$ cat config.mk
export PLATFORM = sky130hd
export DESIGN_NAME = mlt_trig_seq
export DESIGN_NICKNAME = d
export VERILOG_FILES = /design/src/rtl/mlt_pkg.sv /design/src/rtl/mlt_level_unit.sv /design/src/rtl/mlt_cap_merge.sv /design/src/rtl/mlt_trig_seq.sv
export SDC_FILE = /design/constraint.sdc
export NUM_CORES = 1
export LEC_CHECK = 0
export BUFFER_PORTS_ARGS = -buffer_cell sky130_fd_sc_hd__buf_2
export CAP_MARGIN = 10
export CORE_AREA = 5 5 146 148
export DETAILED_ROUTE_END_ITERATION = 6
export DIE_AREA = 0 0 151 153
export PLACE_DENSITY = 0.84
export SYNTH_ARGS = -nofsm -noshare
export SYNTH_HDL_FRONTEND = slang
export SYNTH_SLANG_ARGS = --single-unit
$ cat constraint.sdc
create_clock -name clk -period 3.5 [get_ports clk]
set_input_delay 0.35 -clock clk [delete_from_list [all_inputs] [get_ports clk]]
set_output_delay 0.35 -clock clk [all_outputs]
set_load 0.05 [all_outputs]
$ cat src/rtl/mlt_pkg.sv
package mlt_pkg;
  typedef enum logic [1:0] {
    KIND_WAIT  = 2'd0,
    KIND_COUNT = 2'd1,
    KIND_TIMER = 2'd2
  } lvl_kind_e;

  localparam int CAP_KEEP_BIT = 0;
  localparam int CAP_DROP_BIT = 1;
  localparam int CAP_W        = 2;
endpackage

$ cat src/rtl/mlt_level_unit.sv
module mlt_level_unit #(
  parameter mlt_pkg::lvl_kind_e KIND = mlt_pkg::KIND_WAIT,
  parameter int NUM_TERMS = 8,
  parameter int CNT_W     = 16,
  localparam int SEL_W    = $clog2(NUM_TERMS)
) (
  input  logic                 clk,
  input  logic                 rst_n,
  input  logic                 arm,
  input  logic                 sample_valid,
  input  logic                 live,
  input  logic [NUM_TERMS-1:0] terms,
  input  logic [SEL_W-1:0]     sel_a,
  input  logic [SEL_W-1:0]     sel_b,
  input  logic [CNT_W-1:0]     limit,
  output logic                 fire
);
  generate
    if (KIND == mlt_pkg::KIND_WAIT) begin : g_wait
      logic unused_wait;
      assign unused_wait = ^{clk, rst_n, arm, sel_b, limit};
      assign fire = live & sample_valid & terms[sel_a];
    end else begin : g_cnt
      logic             hit;
      logic [CNT_W-1:0] cnt;
      logic [CNT_W:0]   cnt_inc;

      if (KIND == mlt_pkg::KIND_COUNT) begin : g_qual
        assign hit = terms[sel_a] & ~terms[sel_b];
      end else begin : g_time
        logic unused_time;
        assign unused_time = ^{terms, sel_a, sel_b};
        assign hit = 1'b1;
      end

      assign cnt_inc = {1'b0, cnt} + {{CNT_W{1'b0}}, 1'b1};
      assign fire    = live & sample_valid & hit & (cnt_inc >= {1'b0, limit});

      always_ff @(posedge clk) begin
        if (!rst_n || arm || !live) begin
          cnt <= '0;
        end else if (sample_valid && hit) begin
          cnt <= fire ? '0 : cnt_inc[CNT_W-1:0];
        end
      end

      // progress stays below the limit between firings
      p_cnt_bound_r5: assert property (@(posedge clk) disable iff (!rst_n)
        (limit != '0) |-> (cnt < limit));
    end
  endgenerate
endmodule

$ cat src/rtl/mlt_cap_merge.sv
module mlt_cap_merge #(
  parameter int NUM_LEVELS = 12,
  localparam int CAP_W     = mlt_pkg::CAP_W
) (
  input  logic [NUM_LEVELS-1:0]       live,
  input  logic [NUM_LEVELS*CAP_W-1:0] cap_mode,
  input  logic [NUM_LEVELS-1:0]       filt_bits,
  output logic                        force_on,
  output logic                        force_off,
  output logic                        filt
);
  logic any_keep;
  logic any_drop;

  always_comb begin
    any_keep = 1'b0;
    any_drop = 1'b0;
    for (int i = 0; i < NUM_LEVELS; i++) begin
      if (live[i]) begin
        any_keep = any_keep | cap_mode[i*CAP_W + mlt_pkg::CAP_KEEP_BIT];
        any_drop = any_drop | cap_mode[i*CAP_W + mlt_pkg::CAP_DROP_BIT];
      end
    end
  end

  assign force_off = any_drop;
  assign force_on  = any_keep & ~any_drop;
  assign filt      = |(live & filt_bits);
endmodule

$ cat src/rtl/mlt_trig_seq.sv
module mlt_trig_seq #(
  parameter int NUM_LEVELS = 12,
  parameter int NUM_CNT    = 2,
  parameter int NUM_TMR    = 2,
  parameter int NUM_TERMS  = 8,
  parameter int CNT_W      = 16,
  localparam int NUM_WAIT  = NUM_LEVELS - NUM_CNT - NUM_TMR,
  localparam int NUM_LIM   = NUM_CNT + NUM_TMR,
  localparam int SEL_W     = $clog2(NUM_TERMS),
  localparam int CAP_W     = mlt_pkg::CAP_W
) (
  input  logic                            clk,
  input  logic                            rst_n,
  input  logic                            arm,
  input  logic                            sample_valid,
  input  logic [NUM_TERMS-1:0]            terms,
  input  logic [NUM_LEVELS-1:0]           cfg_start_mask,
  input  logic [NUM_LEVELS*SEL_W-1:0]     cfg_sel_a,
  input  logic [NUM_LEVELS*SEL_W-1:0]     cfg_sel_b,
  input  logic [NUM_LEVELS*NUM_LEVELS-1:0] cfg_next_mask,
  input  logic [NUM_LEVELS-1:0]           cfg_fire_trig,
  input  logic [NUM_LEVELS-1:0]           cfg_one_shot,
  input  logic [NUM_LEVELS*CAP_W-1:0]     cfg_cap_mode,
  input  logic [NUM_LEVELS-1:0]           cfg_filt_en,
  input  logic [NUM_LIM*CNT_W-1:0]        cfg_limit,
  output logic [NUM_LEVELS-1:0]           active_lvls,
  output logic                            triggered,
  output logic                            cap_force_on,
  output logic                            cap_force_off,
  output logic                            filter_en
);
  logic [NUM_LEVELS-1:0] fire;
  logic [NUM_LEVELS-1:0] wake;
  logic [NUM_LEVELS-1:0] live_nx;
  logic                  trig_hit;

  genvar gi;
  generate
    for (gi = 0; gi < NUM_LEVELS; gi++) begin : g_lvl
      if (gi < NUM_WAIT) begin : g_w
        mlt_level_unit #(
          .KIND(mlt_pkg::KIND_WAIT), .NUM_TERMS(NUM_TERMS), .CNT_W(CNT_W)
        ) u_unit (
          .clk(clk), .rst_n(rst_n), .arm(arm), .sample_valid(sample_valid),
          .live(active_lvls[gi]), .terms(terms),
          .sel_a(cfg_sel_a[gi*SEL_W +: SEL_W]),
          .sel_b(cfg_sel_b[gi*SEL_W +: SEL_W]),
          .limit({CNT_W{1'b0}}), .fire(fire[gi])
        );
      end else begin : g_c
        localparam int LI = gi - NUM_WAIT;
        localparam mlt_pkg::lvl_kind_e K =
          (LI < NUM_CNT) ? mlt_pkg::KIND_COUNT : mlt_pkg::KIND_TIMER;
        mlt_level_unit #(
          .KIND(K), .NUM_TERMS(NUM_TERMS), .CNT_W(CNT_W)
        ) u_unit (
          .clk(clk), .rst_n(rst_n), .arm(arm), .sample_valid(sample_valid),
          .live(active_lvls[gi]), .terms(terms),
          .sel_a(cfg_sel_a[gi*SEL_W +: SEL_W]),
          .sel_b(cfg_sel_b[gi*SEL_W +: SEL_W]),
          .limit(cfg_limit[LI*CNT_W +: CNT_W]), .fire(fire[gi])
        );
      end
    end
  endgenerate

  always_comb begin
    wake     = '0;
    trig_hit = 1'b0;
    for (int i = 0; i < NUM_LEVELS; i++) begin
      if (fire[i]) begin
        wake     = wake | cfg_next_mask[i*NUM_LEVELS +: NUM_LEVELS];
        trig_hit = trig_hit | cfg_fire_trig[i];
      end
    end
    live_nx = (active_lvls & ~(fire & cfg_one_shot)) | wake;
  end

  always_ff @(posedge clk) begin
    if (!rst_n) begin
      active_lvls <= '0;
      triggered   <= 1'b0;
    end else if (arm) begin
      active_lvls <= cfg_start_mask;
      triggered   <= 1'b0;
    end else if (sample_valid) begin
      active_lvls <= live_nx;
      triggered   <= triggered | trig_hit;
    end
  end

  mlt_cap_merge #(.NUM_LEVELS(NUM_LEVELS)) u_cap (
    .live(active_lvls), .cap_mode(cfg_cap_mode), .filt_bits(cfg_filt_en),
    .force_on(cap_force_on), .force_off(cap_force_off), .filt(filter_en)
  );

  p_arm_load_r2: assert property (@(posedge clk) disable iff (!rst_n)
    arm |=> (active_lvls == $past(cfg_start_mask)) && !triggered);

  p_trig_sticky_r7: assert property (@(posedge clk) disable iff (!rst_n)
    (triggered && !arm) |=> triggered);

  p_idle_hold_r10: assert property (@(posedge clk) disable iff (!rst_n)
    (!arm && !sample_valid) |=> $stable(active_lvls) && $stable(triggered));

  p_cap_excl_r8: assert property (@(posedge clk) disable iff (!rst_n)
    !(cap_force_on && cap_force_off));
endmodule

After elaboration in Yosys (flattened, before gate mapping). Index checks and enable logic that the tools add are counted.

Memory bits (read-only): 0. Output and inout port bits: 16. Flip-flop bits (word level): 77. Word-level logic and storage cells: 202. Memories: 0. Bits in writable memories: 0. Bits of input ports: 364. Latch bits: 0.

Shift operators: 0. Bitwise operators: 83. $add $sub $neg: 4. Div/mod/pow operators: 0. Equal/unequal tests: 0. Multipliers: 0. Reductions and logical operators: 15. Multiplexer cells: 78. $lt $le $gt $ge: 16.

Operators with widths (count): $mux W12 (14); $or A12 B12 Y12 (12); $add A16 B1 Y17 const B (4); $ge A17 B16 Y1 (4); $mux W16 (4); $lt A3 B4 Y1 const B (12); $mux W1 (48); $and A12 B12 Y12 (3); $bmux W1 S3 (12); $or A1 B1 Y1 (34); $and A1 B1 Y1 (29); $not A12 Y12 (1); $reduce_or A12 Y1 (1); $logic_not A1 Y1 (5); $logic_or A1 B1 Y1 (5); $not A1 Y1 (4); $logic_and A1 B1 Y1 (2); $reduce_bool A2 Y1 (1); $reduce_or A2 Y1 (1).

Depth between registers and ports, before layout. Gate-level depths: netlist (run 1).

Depth after elaboration: 29. Depth in mapped cells: 17.

Modules after synthesis. Synthesis (run 1) repeated with hierarchy kept, for this count alone.

Cells, all modules: 998. Area, all modules: 8404.3 sq um.

By module, submodules not included: mlt_level_unit (g_lvl[8].g_c.u_unit ...) (area an instance 1687.9 sq um, cells each 206, instances 2, seq. area each 320.3 sq um); mlt_level_unit (g_lvl[10].g_c.u_unit ...) (area an instance 1346.3 sq um, cells each 168, instances 2, seq. area each 320.3 sq um); mlt_trig_seq (area an instance 1561.5 sq um, cells each 173, instances 1, seq. area each 260.2 sq um); mlt_level_unit (g_lvl[0].g_w.u_unit ...) (area an instance 72.6 sq um, cells each 7, instances 8, seq. area each 0.0 sq um); mlt_cap_merge (area an instance 193.9 sq um, cells each 21, instances 1, seq. area each 0.0 sq um).

Worst setup path after synthesis (run 1). Ideal clock, no wire load.

Path type: register -> register. Start point: register g_lvl[8].g_c.u_unit.g_cnt.cnt[0]. End point: register active_lvls[3]. Arrival: 3.257 ns. Stages on the path, launching flop included: 16. Period minus slack after synthesis: 3.396 ns. Setup slack: 0.104 ns. Cells stage by stage: dfxtp_1 > ha_1 > nand3_1 > nor4b_1 > nand2_1 > nor2_1 > xor2_1 > ha_1 > nand3_1 > nor4_1 > a221oi_1 > o211ai_1 > and3_1 > buf_2 > a2111oi_2 > a41oi_1.

Longest elaborated chain between the ends: 13.

Ends and longest elaborated chain: start, declared (RTL line mlt_level_unit.sv:25) `logic [CNT_W-1:0] cnt;`; start signal, assigned (RTL line mlt_level_unit.sv:43) `cnt <= fire ? '0 : cnt_inc[CNT_W-1:0];`; $add A16 B1 Y17 * (RTL line mlt_level_unit.sv:36) `assign cnt_inc = {1'b0, cnt} + {{CNT_W{1'b0}}, 1'b1};`; $ge A17 B16 Y1 * (RTL line mlt_level_unit.sv:37) `assign fire = live & sample_valid & hit & (cnt_inc >= {1'b0, limit});`; $and A1 B1 Y1 * (RTL line mlt_level_unit.sv:37); $mux W12 * (RTL line mlt_trig_seq.sv:71) `if (fire[i]) begin`; $or A12 B12 Y12 (RTL line mlt_trig_seq.sv:72) `wake = wake | cfg_next_mask[i*NUM_LEVELS +: NUM_LEVELS];`; $mux W12 * (RTL line mlt_trig_seq.sv:71); $or A12 B12 Y12 (RTL line mlt_trig_seq.sv:72); $mux W12 * (RTL line mlt_trig_seq.sv:71); $or A12 B12 Y12 (RTL line mlt_trig_seq.sv:72); $mux W12 * (RTL line mlt_trig_seq.sv:71); $or A12 B12 Y12 * (RTL line mlt_trig_seq.sv:76) `live_nx = (active_lvls & ~(fire & cfg_one_shot)) | wake;`; $mux W12 * (RTL line mlt_trig_seq.sv:86) `end else if (sample_valid) begin`; $mux W12 * (RTL line mlt_trig_seq.sv:83) `end else if (arm) begin`; end signal, assigned (RTL line mlt_trig_seq.sv:84) `active_lvls <= cfg_start_mask;`; end signal, assigned (RTL line mlt_trig_seq.sv:87) `active_lvls <= live_nx;`; end, declared (RTL line mlt_trig_seq.sv:26) `output logic [NUM_LEVELS-1:0] active_lvls,`.

Mark *: on every way between the ends. The rest lies on a longest branch, timed or not. The select of a mux whose other input is x is not followed. A chain may end at the register's enable or synchronous reset.

Worst setup path in the final report (run 1).
Start point: register g_lvl[8].g_c.u_unit.g_cnt.cnt[1]. End point: register active_lvls[8].

Longest elaborated chain between the ends: 13. Elaborated cells on any way between the ends: 16. Those cells by class: add/sub (1); order compare (1); mux (6); bitwise (8).

Ends and longest elaborated chain (RTL line): $add A16 B1 Y17 * (mlt_level_unit.sv:36); $ge A17 B16 Y1 * (mlt_level_unit.sv:37); $and A1 B1 Y1 * (mlt_level_unit.sv:37); $mux W12 (mlt_trig_seq.sv:71); $or A12 B12 Y12 (mlt_trig_seq.sv:72); $mux W12 (mlt_trig_seq.sv:71); $or A12 B12 Y12 (mlt_trig_seq.sv:72); $mux W12 (mlt_trig_seq.sv:71); $or A12 B12 Y12 (mlt_trig_seq.sv:72); $mux W12 (mlt_trig_seq.sv:71); $or A12 B12 Y12 * (mlt_trig_seq.sv:76); $mux W12 * (mlt_trig_seq.sv:86); $mux W12 * (mlt_trig_seq.sv:83).

Marked as above.

==> flow_metrics.env, run 1 <==
export IMPL_status="completed"
export IMPL_crit_buf_inv=4
export IMPL_cap_violations=0
export IMPL_combPwrFrac_pct=27.5
export IMPL_fp_dieW_um=151
export IMPL_crit_chain="ha_4, nand3_4, buf_6, nor3_2, buf_4, nand3_1, xnor2_2, ha_1, nand4_1, or2_2, o211ai_1, buf_4, nand2_1, a211oi_2, buf_4, a41oi_1"
export IMPL_dieArea_sq_um=23100
export IMPL_post_drt_wl_per_cell_um=21.4
export IMPL_clk_pin_slew_ns=0.06
export IMPL_syn_nets=1469
export IMPL_synth_edf_count=0
export IMPL_synth_area_leaders="dfxtp_1, ha_1, nand3_1, mux4_2, nand2_1"
export IMPL_synth_async_sr_flop_share_pct=0
export IMPL_critPathCaptureType="flop"
export IMPL_p_int_w=0.00200
export IMPL_cts_path_max_buffers=2
export IMPL_setup_viol=0
export IMPL_synth_common_cells="nand2_1, nand3_1, inv_1"
export IMPL_routed_wl_um=35800
export IMPL_yosysTopAreaCell="dfxtp_1"
export IMPL_core_area_sq_um=19900
export IMPL_syn_inst=1037
export IMPL_reg2reg_from="g_lvl[8].g_c.u_unit.g_cnt.cnt[1]$_SDFFE_PP0P_"
export IMPL_numCtsBuffers=9
export IMPL_grt_pass1_wl_um=51200
export IMPL_grt_start_max_net_pins=28
export IMPL_worstMarginPinSlew_ns=0.845
export IMPL_avgSynthCellArea_sq_um=7.64
export IMPL_arrival_ns=3.57
export IMPL_final_util_pct=54.8
export IMPL_crit_path_frequent_cell="buf_4"
export IMPL_cts_tree="yes"
export IMPL_area_growth_pct=37.8
export IMPL_r2r_setup_slack_ns=0.14
export IMPL_p_leak_nw=5.08
export IMPL_drt_iter0_drc=910
export IMPL_crit_fanout=6
export IMPL_ys_ff_latch=77
export IMPL_cp_depth=16
export IMPL_rr_worst_depth=16
export IMPL_ant_nets=0
export IMPL_crit_slowest_cell="dfxtp_2"
export IMPL_cts_htree_levels=3
export IMPL_start_util_pct=39.8
export IMPL_timing_max_transition_violations_final=0
export IMPL_clkPwrFrac_pct=40.0
export IMPL_clk_insertion_delay_late_ns=0.34
export IMPL_remaining_drc_errors=0
export IMPL_ir_drop_v=0.000221
export IMPL_nets=1833
export IMPL_dpl_cell_count=1654
export IMPL_required_ns=3.71
export IMPL_slew_limit_headroom_pct=43.6
export IMPL_track_usage_pct=28.5
export IMPL_layout_drive_gt1_share_pct=36.8
export IMPL_cts_root_buf="clkbuf_16"
export IMPL_synth_yosys_warnings=0
export IMPL_cts_sinks=77
export IMPL_power_frac_seq_pct=32.6
export IMPL_ys_types=63
export IMPL_fin_skew_ns=0.00891
export IMPL_start_kind="flop"
export IMPL_worstSetupPathType="flop to flop"
export IMPL_grt_pass1_vias=9386
export IMPL_yosysMostFrequentCell="nand2_1"
export IMPL_startpoint="g_lvl[8].g_c.u_unit.g_cnt.cnt[1]$_SDFFE_PP0P_"
export IMPL_powerDensity_nw_per_um2=264
export IMPL_synth_top_cell_area_share_pct=19.5
export IMPL_finalInstanceArea_sq_um=10900
export IMPL_hp_class="primary input to flop"
export IMPL_switching_power_w=0.000876
export IMPL_rows=52
export IMPL_seq_area_frac_synth_pct=19.5
export IMPL_cts_hold_buf=0
export IMPL_hpwl_um=28600
export IMPL_placed_cell_area_sq_um=10200
export IMPL_vias=9793
export IMPL_timing_final_crit_share_pct=96.1
export IMPL_critPathTopFamily="simple AND/OR/NAND/NOR gates"
export IMPL_numPortBuffers=343
export IMPL_max_freq_mhz=297
export IMPL_ys_flop_type="dfxtp_1"
export IMPL_swShare_pct=30.5
export IMPL_grt_overflow_total=0
export IMPL_antenna_found_initial=2
export IMPL_reg2reg_to="active_lvls[8]$_SDFFE_PN0P_"
export IMPL_hold_viol=0
export IMPL_drt_first_pass_iters=6
export IMPL_min_period_ns=3.36
export IMPL_ioPinCount=380
export IMPL_syn_cell_area_sq_um=7920
export IMPL_die_y_um=153
export IMPL_max_stage_delay_ns=0.35
export IMPL_critPathCapture="active_lvls[8]$_SDFFE_PN0P_"
export IMPL_place_gp_congestion=0.973
export IMPL_viasPerCell=5.84
export IMPL_final_cells=1678
[area by class of cell]
type,instances,area [sq um]
timing repair buffer,426,2370
fill,1847,9000
tap,270,338
inverter,79,297
multi-input combinational,808,6000
sequential,77,1550
clock buffer,12,236
antenna,2,5.00
clock inverter,4,120
[logic make-up (layout without fill, tap and decap cells)]
kind of cell / after synthesis / in the layout / share of synthesized area, %
AO/OA/AOI/OAI: 269 / 269 / 24.2
flip-flops: 77 / 77 / 19.5
AND/OR/NAND/NOR: 377 / 377 / 23.5
multiplexers: 39 / 39 / 8.00
other: 0 / 2 / 0
buffers and inverters: 152 / 521 / 8.03
XOR/XNOR: 55 / 55 / 6.08
adder cells (fa/ha/maj): 68 / 68 / 10.7
[registers in the layout (all words and copies together), names as in the netlist]
signal,count
triggered,1
g_lvl.g_c.u_unit.g_cnt.cnt,64
active_lvls,12
[timing repair]
item                                    CTS  global route
endpoints found under the setup margin   12            59
setup buffers                             2             5
hold endpoints to repair                  0             0
resized for setup                         9            50
pin swaps                                 1            25
[worst min path at each step]
stage,end,from,cells after the start,slack [ns]
after floorplan,g_lvl[9].g_c.u_unit.g_cnt.cnt[15]$_SDFFE_PP0P_,g_lvl[9].g_c.u_unit.g_cnt.cnt[15]$_SDFFE_PP0P_,2,0.43
after global placement,g_lvl[9].g_c.u_unit.g_cnt.cnt[15]$_SDFFE_PP0P_,g_lvl[9].g_c.u_unit.g_cnt.cnt[15]$_SDFFE_PP0P_,2,0.44
after detailed placement,g_lvl[9].g_c.u_unit.g_cnt.cnt[15]$_SDFFE_PP0P_,g_lvl[9].g_c.u_unit.g_cnt.cnt[15]$_SDFFE_PP0P_,2,0.45
after CTS,active_lvls[5]$_SDFFE_PN0P_,cfg_next_mask[137],3,0.27
after global routing,active_lvls[9]$_SDFFE_PN0P_,cfg_next_mask[141],3,0.30
final,active_lvls[5]$_SDFFE_PN0P_,cfg_next_mask[137],3,0.28
[power groups by stage]
| stage | sequential (W) | clock, W | combinational [W] |
|---|---|---|---|
| 2_1_floorplan | 0.000927 | 0 | 0.000393 |
| 3_3_place_gp | 0.000954 | 0 | 0.000747 |
| 3_5_place_dp | 0.000953 | 0 | 0.000760 |
| 4_1_cts | 0.000934 | 0.00116 | 0.000768 |
| 5_1_grt | 0.000936 | 0.00121 | 0.000837 |
| 6_report | 0.000937 | 0.00115 | 0.000790 |
[layer usage]
| layer | global-route usage, % | share of wire [%] | vias up |
|---|---|---|---|
| li1 | - | - | 4595 |
| met3 | 5.21 | 9.7 | 90 |
| met5 | 0 | 0 | - |
| met2 | 46.0 | 46 | 541 |
| met1 | 37.0 | 40 | 4567 |
| met4 | 12.7 | 4.3 | 0 |
[worst register-to-register path: stages, from the launching register on]
cell      delay, ns
dfxtp_2        0.35
ha_4           0.16
nand3_4        0.10
buf_6          0.15
nor3_2         0.16
buf_4          0.16
nand3_1        0.13
xnor2_2        0.19
ha_1           0.32
nand4_1        0.12
or2_2          0.31
o211ai_1       0.26
buf_4          0.19
nand2_1        0.07
a211oi_2       0.29
buf_4          0.17
a41oi_1        0.10
[per-stage QoR]
step	setup WS, ns	hold slack (ns)	power [W]	TNS (ns)
6_report	0.137	0.284	0.00288	0
5_1_grt	-0.0421	0.303	0.00298	-0.214
4_1_cts	-0.0447	0.269	0.00287	-0.0830
3_5_place_dp	-0.280	0.451	0.00171	-1.41
3_3_place_gp	-0.0792	0.440	0.00170	-0.218
2_1_floorplan	0.104	0.432	0.00132	0
[cell usage in the layout (no fill, tap or decap), types with 11 or more instances in the layout]
| master | count |
|---|---|
| nand4_1 | 26 |
| a32o_1 | 11 |
| o21ai_0 | 48 |
| mux4_2 | 19 |
| buf_4 | 80 |
| a22o_1 | 13 |
| xor2_1 | 26 |
| buf_2 | 343 |
| inv_1 | 77 |
| a21oi_1 | 47 |
| mux2i_1 | 16 |
| nand3_1 | 80 |
| nor3_1 | 12 |
| nand2_1 | 112 |
| and3_1 | 16 |
| o211ai_1 | 13 |
| nor2_1 | 48 |
| ha_1 | 67 |
| nor2b_1 | 12 |
| a221oi_1 | 19 |
| xnor2_1 | 28 |
| a22oi_1 | 24 |
| a31oi_1 | 18 |
| dfxtp_1 | 71 |
Note: power is estimated with default switching activity, not from simulation.
==> run 2: changes to the inputs <==
--- a/config.mk
+++ b/config.mk
@@ -7,10 +7,12 @@
 export LEC_CHECK = 0
 export BUFFER_PORTS_ARGS = -buffer_cell sky130_fd_sc_hd__buf_2
 export CAP_MARGIN = 10
-export CORE_AREA = 5 5 146 148
+export CORE_ASPECT_RATIO = 1.25
+export CORE_MARGIN = 5
+export CORE_UTILIZATION = 44
 export DETAILED_ROUTE_END_ITERATION = 6
-export DIE_AREA = 0 0 151 153
-export PLACE_DENSITY = 0.84
+export PLACE_DENSITY = 0.89
 export SYNTH_ARGS = -nofsm -noshare
 export SYNTH_HDL_FRONTEND = slang
+export SYNTH_HIERARCHICAL = 1
 export SYNTH_SLANG_ARGS = --single-unit
==> run 2 against run 1 <==
The run now ends with setup timing left; flip-flop and latch count is the same; sequential power shrank 1%; global-route usage grew 5.7 points; final cell count shrank 0.36%; combinational power shrank 2%; critical path depth is the same; non-clock buffer count grew 54; core utilization grew 10 points; first-iteration DRC count grew 24%; sequential share of layout area shrank 1.3 points; fmax shrank 9.5%; clock power shrank 17%; critical endpoint is now active_lvls[10]$_SDFFE_PN0P_.
==> flow_metrics.env, run 2 <==
export IMPL_status="finished, violations left"
export IMPL_violations="setup timing"
export IMPL_crit_fanout=5
export IMPL_grt_pass1_vias=10400
export IMPL_routed_wl_um=40500
export IMPL_cts_htree_levels=3
export IMPL_largest_reg_flops=64
export IMPL_reg_largest_list="g_lvl.g_c.u_unit/g_cnt.cnt x64, active_lvls x12, triggered x1"
export IMPL_final_common_cell="buf_2"
export IMPL_total_power_w=0.00266
export IMPL_top_register="g_lvl.g_c.u_unit/g_cnt.cnt"
export IMPL_syn_nets=1429
export IMPL_layout_drive_gt1_share_pct=49.0
export IMPL_cts_root_buf="clkbuf_16"
export IMPL_start_kind="flop"
export IMPL_critPathTopFamily="compound AO/OA/AOI/OAI gates"
export IMPL_remaining_drc_errors=0
export IMPL_cts_sinks=77
export IMPL_fp_dieW_um=134
export IMPL_hold_viol=0
export IMPL_syn_cell_area_sq_um=8400
export IMPL_crit_slowest_cell="nor4_2"
export IMPL_grt_overflow_total=0
export IMPL_crit_chain="buf_4, nand4_1, or2_4, nor4_2, buf_4, xnor2_1, ha_1, nand3_2, buf_4, o21ai_2, a211oi_4, nor2_4, a22o_1, a221oi_2, a31oi_2, o221a_1"
export IMPL_hpwl_um=30500
export IMPL_track_usage_pct=34.3
export IMPL_hp_class="primary input to flop"
export IMPL_drt_first_pass_iters=5
export IMPL_crit_buf_inv=3
export IMPL_fill_cells=1444
export IMPL_vias=10500
export IMPL_slew_limit_headroom_pct=19.4
export IMPL_numPortBuffers=343
export IMPL_fin_skew_ns=0.00981
export IMPL_powerDensity_nw_per_um2=218
export IMPL_cts_tree="yes"
export IMPL_antenna_found_initial=10
export IMPL_worstMarginPinSlew_ns=1.21
export IMPL_synth_yosys_warnings=6
export IMPL_hold_ws_ns=0.286
export IMPL_max_freq_mhz=269
export IMPL_nets=1863
export IMPL_numCtsBuffers=9
export IMPL_dieArea_sq_um=22000
export IMPL_min_period_ns=3.72
export IMPL_critPathCaptureType="flop"
export IMPL_timing_final_crit_share_pct=106
export IMPL_syn_inst=997
export IMPL_ir_drop_v=0.000186
export IMPL_area_growth_pct=45.4
export IMPL_die_y_um=164
export IMPL_cap_violations=0
export IMPL_fin_ws_ns=-0.218
export IMPL_viasPerCell=6.26
export IMPL_setup_viol=13
export IMPL_grt_pass1_wl_um=58000
export IMPL_final_cell_mix="buf_2, buf_4, nand2_1"
export IMPL_clk_pin_slew_ns=0.07
export IMPL_dp_worst_setup_slack_ns=-0.327
export IMPL_cts_path_max_buffers=2
export IMPL_ant_nets=0
export IMPL_grt_start_max_net_pins=44
export IMPL_ioPinCount=380
export IMPL_core_area_sq_um=18800
export IMPL_place_gp_congestion=0.925
export IMPL_avgSynthCellArea_sq_um=8.43
export IMPL_max_stage_delay_ns=0.39
export IMPL_worstSetupPathType="flop to flop"
export IMPL_clk_insertion_delay_late_ns=0.34
export IMPL_arrival_ns=3.94
export IMPL_rsz0062_at_grt="true"
export IMPL_start_util_pct=44.7
export IMPL_required_ns=3.73
export IMPL_timing_max_transition_violations_final=0
export IMPL_post_drt_wl_per_cell_um=24.2
export IMPL_p_leak_nw=5.60
export IMPL_drt_iter0_drc=1128
export IMPL_crit_path_frequent_cell="buf_4"
export IMPL_rows=56
==> run 2: final cells by class <==
type | instances | area [sq um] | share of cell area, %
timing repair buffer | 480 | 2820 | 23.0
tap | 232 | 290 | 2.38
antenna | 4 | 10.0 | 0.0820
inverter | 90 | 338 | 2.77
multi-input combinational | 773 | 6880 | 56.3
clock buffer | 10 | 250 | 2.05
clock inverter | 6 | 50.0 | 0.410
sequential | 77 | 1580 | 12.9
==> run 2: per-stage QoR <==
| stage | setup TNS (ns) | utilization [%] | cells | cell area (sq um) |
|---|---|---|---|---|
| 2_1_floorplan | -0.109 | - | 997 | 8620 |
| 3_3_place_gp | -1.29 | 58.7 | 1619 | 11000 |
| 3_5_place_dp | -2.39 | 58.7 | 1619 | 11000 |
| 4_1_cts | -0.0231 | 62.8 | 1656 | 11800 |
| 5_1_grt | -2.97 | 65.0 | 1670 | 12200 |
| 6_report | -1.88 | 65.0 | 1672 | 12200 |
==> run 2: final timing paths <==
path / from / endpoint / slack (ns) / cells after the start
max: g_lvl[11].g_c.u_unit/g_cnt.cnt[0]$_SDFFE_PP0P_ / active_lvls[10]$_SDFFE_PN0P_ / -0.22 / 16
min: cfg_start_mask[4] / active_lvls[4]$_SDFFE_PN0P_ / 0.29 / 2
max reg2reg: g_lvl[11].g_c.u_unit/g_cnt.cnt[0]$_SDFFE_PP0P_ / active_lvls[10]$_SDFFE_PN0P_ / -0.22 / 16
min reg2reg: g_lvl[8].g_c.u_unit/g_cnt.cnt[15]$_SDFFE_PP0P_ / g_lvl[8].g_c.u_unit/g_cnt.cnt[15]$_SDFFE_PP0P_ / 0.46 / 2
==> run 2: per-layer routing <==
layer  GRT usage (%)  share of wire (%)  up-vias
met4            15.1                5.5       12
met3            6.58                 10      166
met5               0               0.18        -
li1                -                  -     4653
met2            59.6                 48      767
met1            41.3                 37     4868
==> run 2: repair_timing <==
action / 4_1_cts / 5_1_grt
resized for setup: 56 / 63
cloned: 2 / 0
endpoints found under the setup margin: 13 / 13
pin swaps: 43 / 85
setup buffers: 20 / 15
hold buffers: 0 / 0
==> run 2: report_power, final <==
part           switching, W  internal [W]  leakage [nW]
registers         0.0000414      0.000884         0.635
clock network      0.000424      0.000536         0.147
logic              0.000437      0.000337          4.82
total              0.000902       0.00176          5.60
==> run 3: changes to the inputs <==
--- a/config.mk
+++ b/config.mk
@@ -11,7 +11,7 @@
 export CORE_MARGIN = 5
 export CORE_UTILIZATION = 44
 export DETAILED_ROUTE_END_ITERATION = 6
-export PLACE_DENSITY = 0.89
+export PLACE_DENSITY = 0.9
 export SYNTH_ARGS = -nofsm -noshare
 export SYNTH_HDL_FRONTEND = slang
 export SYNTH_HIERARCHICAL = 1
==> run 3 against run 2 <==
The run still ends with setup timing left; design area shrank 1.4%; final cell count about the same; critical path depth up 1; via count fell by 0.90%; register-to-register slack better by 0.05 ns; sequential power grew 0.5%; wire length fell by 2.5%; combinational power decreased by 2%.
==> flow_metrics.env, run 3 (synthesis results as in run 2) <==
export IMPL_routed_wl_um=39500
export IMPL_ant_nets=0
export IMPL_timing_max_transition_violations_final=0
export IMPL_finalInstanceArea_sq_um=12000
export IMPL_use_met3_pct=8.50
export IMPL_reg2reg_from="g_lvl[11].g_c.u_unit/g_cnt.cnt[0]$_SDFFE_PP0P_"
export IMPL_place_gp_congestion=0.941
export IMPL_core_area_sq_um=18800
export IMPL_vias=10400
export IMPL_grt_pass1_vias=10400
export IMPL_numCtsBuffers=9
export IMPL_dpl_cell_count=1629
export IMPL_largest_reg_flops=64
export IMPL_p_leak_nw=5.58
export IMPL_crit_fanout=6
export IMPL_ioPinCount=380
export IMPL_grt_start_max_net_pins=34
export IMPL_final_cell_mix="buf_2, buf_4, nand2_1"
export IMPL_grt_pass1_wl_um=56100
export IMPL_antenna_found_initial=17
export IMPL_max_freq_mhz=272
export IMPL_final_cells=1673
export IMPL_setup_viol=13
export IMPL_met1_usage_pct=37.2
export IMPL_rsz0062_at_grt="true"
export IMPL_fp_dieW_um=134
export IMPL_nets=1860
export IMPL_ir_drop_v=0.000259
export IMPL_drt_first_pass_iters=5
export IMPL_top_register="g_lvl.g_c.u_unit/g_cnt.cnt"
export IMPL_powerDensity_nw_per_um2=217
export IMPL_reg_largest_list="g_lvl.g_c.u_unit/g_cnt.cnt x64, active_lvls x12, triggered x1"
export IMPL_grt_overflow_total=0
export IMPL_clk_insertion_delay_late_ns=0.34
export IMPL_rows=56
export IMPL_hp_class="primary input to flop"
export IMPL_start_util_pct=44.7
export IMPL_met2_usage_pct=57.6
export IMPL_start_kind="flop"
export IMPL_cts_htree_levels=3
export IMPL_violations="setup timing"
export IMPL_cap_violations=0
export IMPL_required_ns=3.72
export IMPL_arrival_ns=3.90
export IMPL_startpoint="g_lvl[11].g_c.u_unit/g_cnt.cnt[0]$_SDFFE_PP0P_"
export IMPL_slew_limit_headroom_pct=38.8
export IMPL_top_usage_layer="met2"
export IMPL_placed_cell_area_sq_um=11100
export IMPL_finalSetupTns_ns=-1.16
export IMPL_final_common_cell="buf_2"
export IMPL_numPortBuffers=343
export IMPL_fin_skew_ns=0.0136
export IMPL_area_growth_pct=43.4
export IMPL_cts_tree="yes"
export IMPL_cts_path_max_buffers=2
export IMPL_fill_cells=1490
export IMPL_min_from="cfg_start_mask[1]"
export IMPL_post_drt_wl_per_cell_um=23.6
export IMPL_worstMarginPinSlew_ns=0.919
export IMPL_layout_drive_gt1_share_pct=47.7
export IMPL_cts_sinks=77
export IMPL_remaining_drc_errors=0
export IMPL_worstSetupPathType="flop to flop"
export IMPL_cts_root_buf="clkbuf_16"
export IMPL_drt_iter0_drc=938
export IMPL_fin_ws_ns=-0.172
export IMPL_track_usage_pct=33.0
export IMPL_critPathCaptureType="flop"
export IMPL_timing_final_crit_share_pct=105
export IMPL_die_y_um=164
export IMPL_clk_pin_slew_ns=0.07
export IMPL_hold_viol=0
export IMPL_hpwl_um=30400
export IMPL_dieArea_sq_um=22000
export IMPL_status="finished, violations left"
export IMPL_viasPerCell=6.20
export IMPL_min_period_ns=3.67
run 3: cell types whose count changed in the layout (fill, tap and decap cells not counted), sizes merged:
| cell | delta |
|---|---|
| nor2 | -1 |
| clkinvlp | +1 |
| clkbuf | -1 |
| diode | +4 |
| buf | -2 |
run 3: area by class of cell:
cell class,count,area (sq um),share of cell area (%)
tap,232,290,2.41
antenna,8,20.0,0.166
inverter,90,338,2.80
multi-input combinational,772,6770,56.2
sequential,77,1570,13.0
clock buffer,9,225,1.87
clock inverter,7,63.8,0.530
timing repair buffer,478,2770,23.0
run 3: per-stage QoR:
stage	hold WS (ns)	utilization, %	power [W]	worst slack [ns]
2_1_floorplan	0.432	-	0.00128	-0.0233
6_report	0.280	64.1	0.00261	-0.172
3_3_place_gp	0.439	59.1	0.00165	-0.0987
4_1_cts	0.275	62.1	0.00259	-0.00971
3_5_place_dp	0.444	59.1	0.00167	-0.181
5_1_grt	0.276	64.1	0.00270	-0.274
run 3: timing repair:
item                                    in CTS  in global routing
pin swaps                                   44                 42
hold buffers                                 0                  0
endpoints found under the setup margin      13                 13
cloned                                       1                  0
buffers inserted                             6                 14
hold endpoints to repair                     0                  0
resized for setup                           38                 48
run 3: worst paths after layout:
path | cells past startpoint | slack, ns | to
min reg2reg | 2 | 0.45 | g_lvl[8].g_c.u_unit/g_cnt.cnt[15]$_SDFFE_PP0P_
max reg2reg | 17 | -0.17 | active_lvls[4]$_SDFFE_PN0P_
min | 2 | 0.28 | active_lvls[1]$_SDFFE_PN0P_
max | 17 | -0.17 | active_lvls[4]$_SDFFE_PN0P_
run 3: worst max-delay path, stage by stage, from the launching register on:
cell and delay, ns:
dfxtp_4 0.36, buf_4 0.13, nand4_1 0.17, nor3_2 0.24, nand3_1 0.16, and2_1 0.25
or2_2 0.31, ha_1 0.20, a21o_1 0.21, a21oi_2 0.14, o21ai_2 0.09, a211oi_4 0.30
nor2_4 0.13, buf_12 0.15, buf_4 0.12, a221oi_2 0.22, a31oi_1 0.11, o221a_2 0.27
run 3: routing by layer:
layer	vias to the layer above	wire, um
li1	4655	-
met1	4850	14100
met4	20	2310
met2	688	19100
met3	159	3780
met5	-	145
run 3: power breakdown:
group / switching [W] / total [W] / internal (W) / leakage [nW]
combinational: 0.000424 / 0.000756 / 0.000332 / 4.81
clock: 0.000430 / 0.000927 / 0.000497 / 0.137
sequential: 0.0000443 / 0.000930 / 0.000885 / 0.631
